### config.mk
export PLATFORM = sky130hd
export DESIGN_NAME = sysclk_autogate
export DESIGN_NICKNAME = d
export VERILOG_FILES = /design/src/rtl/sag_pkg.sv /design/src/rtl/sag_idle_detect.sv /design/src/rtl/sag_setup_timer.sv /design/src/rtl/sag_div_ctrl.sv /design/src/rtl/sysclk_autogate.sv
export SDC_FILE = /design/constraint.sdc
export NUM_CORES = 1
export LEC_CHECK = 0
export ABC_AREA = 0
export BUFFER_PORTS_ARGS = -buffer_cell sky130_fd_sc_hd__buf_2
export CAP_MARGIN = 25
export CORE_ASPECT_RATIO = 0.7
export CORE_UTILIZATION = 31
export DETAILED_ROUTE_END_ITERATION = 8
export RECOVER_POWER = 100
export SYNTH_ARGS = -nofsm -noshare
export SYNTH_HDL_FRONTEND = slang
export SYNTH_SLANG_ARGS = --single-unit
### constraint.sdc
create_clock -name clk -period 1.87 [get_ports clk]
set_clock_uncertainty 0.05 [all_clocks]
set_input_delay 0.187 -clock clk [delete_from_list [all_inputs] [get_ports clk]]
set_output_delay 0.187 -clock clk [all_outputs]
set_load 0.05 [all_outputs]
### src/rtl/sag_pkg.sv
package sag_pkg;
  typedef enum logic [1:0] {
    SG_RUN   = 2'b00,
    SG_GATED = 2'b01,
    SG_WAIT  = 2'b10
  } sg_state_t;

  localparam logic [1:0] PWR_ON    = 2'b00;
  localparam logic [1:0] PWR_RET   = 2'b01;
  localparam logic [1:0] PWR_OFF   = 2'b10;
  localparam logic [1:0] PWR_TRANS = 2'b11;
endpackage

### src/rtl/sag_idle_detect.sv
module sag_idle_detect #(
  parameter int N_DOM = 4
) (
  input  logic [2*N_DOM-1:0] dom_pwr,
  output logic               all_idle
);
  import sag_pkg::*;

  logic [N_DOM-1:0] dom_idle;

  // A domain counts as idle in retention or off only.
  for (genvar d = 0; d < N_DOM; d++) begin : g_dom
    logic [1:0] st;
    assign st          = dom_pwr[2*d +: 2];
    assign dom_idle[d] = (st == PWR_RET) || (st == PWR_OFF);
  end

  assign all_idle = &dom_idle;
endmodule

### src/rtl/sag_setup_timer.sv
module sag_setup_timer #(
  parameter int CNT_W = 8
) (
  input  logic             clk,
  input  logic             cold_rst_n,
  input  logic             sys_rst_n,
  input  logic             setup_wr,
  input  logic [CNT_W-1:0] setup_val,
  input  logic             load,
  input  logic             busy,
  input  logic             tick_32k,
  output logic             done
);
  logic [CNT_W-1:0] setup_q;
  logic [CNT_W-1:0] cnt_q;

  // Setup count register: survives warm reset.
  always_ff @(posedge clk or negedge cold_rst_n) begin
    if (!cold_rst_n)   setup_q <= '0;
    else if (setup_wr) setup_q <= setup_val;
  end

  always_ff @(posedge clk or negedge sys_rst_n) begin
    if (!sys_rst_n)                              cnt_q <= '0;
    else if (load)                               cnt_q <= setup_q;
    else if (busy && tick_32k && cnt_q != '0)    cnt_q <= cnt_q - 1'b1;
  end

  assign done = busy && tick_32k && (cnt_q == '0);

  assert_setup_hold_R8: assert property (@(posedge clk) disable iff (!cold_rst_n)
    !setup_wr |=> $stable(setup_q));

  assert_count_down_R7: assert property (@(posedge clk) disable iff (!sys_rst_n)
    (busy && !load && tick_32k && cnt_q != '0) |=> (cnt_q == $past(cnt_q) - 1'b1));
endmodule

### src/rtl/sag_div_ctrl.sv
module sag_div_ctrl (
  input  logic clk,
  input  logic sys_rst_n,
  input  logic open,
  input  logic div2_sel,
  output logic div2_act,
  output logic clk_en
);
  logic phase_q;

  always_ff @(posedge clk or negedge sys_rst_n) begin
    if (!sys_rst_n) begin
      phase_q  <= 1'b0;
      div2_act <= 1'b0;
    end else if (!open) begin
      phase_q  <= 1'b0;
      div2_act <= div2_sel;
    end else begin
      phase_q <= ~phase_q;
      if (phase_q) div2_act <= div2_sel;
    end
  end

  assign clk_en = open && (!div2_act || phase_q);

  assert_div_boundary_R10: assert property (@(posedge clk) disable iff (!sys_rst_n)
    (open && $past(open) && (div2_act != $past(div2_act))) |-> $past(phase_q));
endmodule

### src/rtl/sysclk_autogate.sv
module sysclk_autogate #(
  parameter int N_DOM = 4,
  parameter int CNT_W = 8
) (
  input  logic               clk,
  input  logic               cold_rst_n,
  input  logic               rst_n,
  input  logic [2*N_DOM-1:0] dom_pwr,
  input  logic               autogate_en,
  input  logic               bypass_mode,
  input  logic               div2_sel,
  input  logic               wake_req,
  input  logic               tick_32k,
  input  logic               setup_wr,
  input  logic [CNT_W-1:0]   setup_val,
  output logic               osc_en,
  output logic               clk_req,
  output logic               clk_gate_open,
  output logic               clk_en,
  output logic               div2_act
);
  import sag_pkg::*;

  logic      sys_rst_n;
  logic      all_idle;
  logic      setup_done;
  logic      load;
  sg_state_t state_q, state_d;

  assign sys_rst_n = rst_n & cold_rst_n;

  sag_idle_detect #(.N_DOM(N_DOM)) u_idle (
    .dom_pwr  (dom_pwr),
    .all_idle (all_idle)
  );

  always_comb begin
    state_d = state_q;
    case (state_q)
      SG_RUN:   if (autogate_en && all_idle) state_d = SG_GATED;
      SG_GATED: if (wake_req || !all_idle)   state_d = SG_WAIT;
      SG_WAIT:  if (setup_done)              state_d = SG_RUN;
      default:                               state_d = SG_RUN;
    endcase
  end

  always_ff @(posedge clk or negedge sys_rst_n) begin
    if (!sys_rst_n) state_q <= SG_RUN;
    else            state_q <= state_d;
  end

  assign load = (state_q == SG_GATED) && (state_d == SG_WAIT);

  sag_setup_timer #(.CNT_W(CNT_W)) u_timer (
    .clk        (clk),
    .cold_rst_n (cold_rst_n),
    .sys_rst_n  (sys_rst_n),
    .setup_wr   (setup_wr),
    .setup_val  (setup_val),
    .load       (load),
    .busy       (state_q == SG_WAIT),
    .tick_32k   (tick_32k),
    .done       (setup_done)
  );

  // Source stays on except while gated; the mode picks which pin carries it.
  assign osc_en        = !bypass_mode && (state_q != SG_GATED);
  assign clk_req       =  bypass_mode && (state_q != SG_GATED);
  assign clk_gate_open = (state_q == SG_RUN);

  sag_div_ctrl u_div (
    .clk       (clk),
    .sys_rst_n (sys_rst_n),
    .open      (clk_gate_open),
    .div2_sel  (div2_sel),
    .div2_act  (div2_act),
    .clk_en    (clk_en)
  );

  assert_enter_gate_R2: assert property (@(posedge clk) disable iff (!sys_rst_n)
    (state_q == SG_RUN && autogate_en && all_idle) |=> (state_q == SG_GATED));

  assert_stay_open_R3: assert property (@(posedge clk) disable iff (!sys_rst_n)
    (state_q == SG_RUN && (!autogate_en || !all_idle)) |=> clk_gate_open);

  assert_wake_restart_R6: assert property (@(posedge clk) disable iff (!sys_rst_n)
    (state_q == SG_GATED && wake_req) |=> (state_q == SG_WAIT && !clk_gate_open));

  assert_open_on_tick_R7: assert property (@(posedge clk) disable iff (!sys_rst_n)
    $rose(clk_gate_open) |-> $past(tick_32k));

  assert_source_off_R4: assert property (@(posedge clk) disable iff (!sys_rst_n)
    (state_q == SG_RUN && autogate_en && all_idle && !bypass_mode) |=> !osc_en);
endmodule

==> flow_summary.toml <==
[run_status]
status = "finished, final reports clean"

[clock_tree]
h-tree-depth = 1
clockBufferDepth = 2
cts_inserted_buffers = 3
cts-root-buf = "clkbuf_8"
clock_latency_ns = 0.26
cts_tree = "done"
cts.sinks = 20
clkSlewWorstSetupHoldPaths_ns = 0.08

[critical_path]
start_kind = "flop"
reg2reg_depth = 6
crit_start = "u_timer.cnt_q[0]"
cp-end-kind = "flop"
r2r-start = "u_timer.cnt_q[0]"
required_ns = 1.97
crit_type = "flop to flop"
critPathArrivalTime_ns = 1.91
cp_max_fo = 5

[place]
placedInstanceArea_um2 = 1320
gp_congestion = 0.786
dp_hpwl_um = 1770
io_buffers = 29
place_ws_ns = -0.00947

[yosys]
synth_top_family_by_area = "simple AND/OR/NAND/NOR gates"
synth_nets = 127
yosysSeqAreaShare_pct = 45.8
synth_simple_gate_area_share_pct = 15.2
yosysUniqueCellTypes = 39
synth-compound-area-share_pct = 14.7
synthAdderAreaFrac_pct = 2.29
muxShareOfSynthArea_pct = 12.7
synth-xor-area-share_pct = 6.41
netlist_area_um2 = 1090
ys_ff_latch = 20
synth.avg_cell_area_um2 = 10.9
yosysWarningCount = 0
synth_cells = 100

[min_path]
min_from = "setup_val[4]"
hold_path.class = "input pin to flop"
hold_depth = 3

[sta]
whs_ns = 0.0770
period_share_pct = 97.0
max_freq_mhz = 551
max-slew-margin-rel_pct = 46.9
finalWorstSetupSlack_ns = 0.0562
tightest_slew_ns = 0.795
min_period_ns = 1.81
finalMaxSlewViolations = 0
hold_viol_final = 0
final-setup-viol-count = 0

[detailed_routing]
drt_iter0_markers = 16
first_pass_iters = 4
drc = 0
vias = 925
drtAntennaViolNets = 0
wl_per_cell_um = 12.9
finalWirelength_um = 2400
vias_per_cell = 5.00

[final_layout]
area_growth_pct = 31.7
final_common_cell = "buf_2"
post-route-util_pct = 44.2
drive_gt1_share_pct = 43.5
diodes = 0
fin_area_um2 = 1440
fin_nets = 166
layout_common_cells = "buf_2 (23), dfrtp_1 (19), mux2_2 (11)"

[grt]
grt_pass1_vias = 848
gr-total-overflow = 0
track_usage_pct = 13.7
grt_pass1_wl_um = 3850
grt_max_degree = 13
antenna_found_initial = 0

[floorplanning]
io-pin-count = 30
start_util_pct = 33.6
die_h_um = 51.7
core-area_um2 = 3250
die_w_um = 73.0
design.die.area_um2 = 3770
rows = 17

[flow_run]
maxCapViolations = 0

[pwr]
p_per_area_nw_per_um2 = 1370
power_mw = 1.97
ir_drop_v = 0.000563
p_leak_nw = 0.634
## cell usage after synthesis, drive strengths merged
cell    instances  share of area [%]
o41a            1                1.0
nor4bb          1               0.92
a21boi          1               0.69
and2            1               0.57
nand3b          1               0.69
clkbuf          2               0.80
xor2            6                4.8
a31o            1               0.80
nand2           3                1.0
o21ai           4                1.8
nand3           1               0.46
and3            1               0.57
inv             6                2.1
o21a            1               0.69
xnor2           2                1.6
ha              2                2.3
o211ai          7                5.3
nor4            2                1.1
or3b            1               0.80
nor3            3                1.4
or3             1               0.57
o31a            2                1.7
nand2b          1               0.57
mux2           12                 13
nor3b           1               0.69
or4             1                1.0
dfrtp          20                 46
nor2b           1               0.57
nand4           1               0.57
nor4b           1               0.80
a21oi           4                1.8
nand4b          1               0.80
o311ai          1               0.80
nor2            6                2.1
## cell families (layout without fill, tap and decap cells)
logic type / Yosys count / count (layout)
AND/OR/NAND/NOR: 28 / 28
adder cells (fa/ha/maj): 2 / 2
flip-flops: 20 / 20
multiplexers: 12 / 12
XOR/XNOR: 8 / 8
AO/OA/AOI/OAI: 22 / 22
buffers and inverters: 8 / 46
## report_power, final
group	switching [mW]	internal, mW	total [mW]	leakage (nW)
clock	0.148	0.286	0.434	0.0357
combinational	0.436	0.355	0.791	0.353
sequential	0.171	0.570	0.741	0.245
total	0.755	1.21	1.97	0.634
## per-stage QoR
step                 TNS, ns  instances
global route         -0.0265        185
CTS                        0        184
finish                     0        185
global placement     -0.0162        178
detailed placement  -0.00947        178
floorplan                  0        100
## final cells by class
class / instances / area, um2
multi-input combinational: 72 / 586
sequential: 20 / 502
clock inverter: 1 / 30.0
tap: 47 / 58.8
timing repair buffer: 36 / 199
clock buffer: 3 / 41.3
inverter: 6 / 22.5
fill: 302 / 1820
## repair_timing
| item | 4_1_cts | 5_1_grt |
|---|---|---|
| setup endpoints to repair | 2 | 5 |
| hold buffers | 2 | 0 |
| endpoints found under the hold margin | 20 | 0 |
| buffers inserted | 0 | 1 |
| gates resized for setup | 1 | 5 |
## routing by layer
layer / wire length, um / track usage (%) / up-vias
li1: - / - / 445
met1: 1100 / 17.8 / 441
met2: 1120 / 22.6 / 35
met3: 133 / 4.07 / 4
met4: 44 / 2.94 / 0
met5: 0 / 0 / -
## registers in the layout (all words and copies together), names as in the netlist
name,cells
u_timer.setup_q,8
u_div.div2_act,1
u_timer.cnt_q,8
u_div.phase_q,1
state_q,2
## worst max-delay path, cell delays in order, from the launching register on
cell	delay [ns]
dfrtp_2	0.44
inv_2	0.09
ha_1	0.15
or3b_2	0.46
o211ai_2	0.17
xnor2_1	0.09
mux2_4	0.26
## worst paths after layout
path                            slack (ns)                  to
worst max-delay path                  0.06    u_timer.cnt_q[3]
worst min register to register        0.40       u_div.phase_q
worst max register to register        0.06    u_timer.cnt_q[3]
max in group asynchronous             0.27    u_timer.cnt_q[0]
min in group asynchronous             0.33  u_timer.setup_q[1]
worst min-delay path                  0.08  u_timer.setup_q[4]
(Power assumes the default switching activity.)
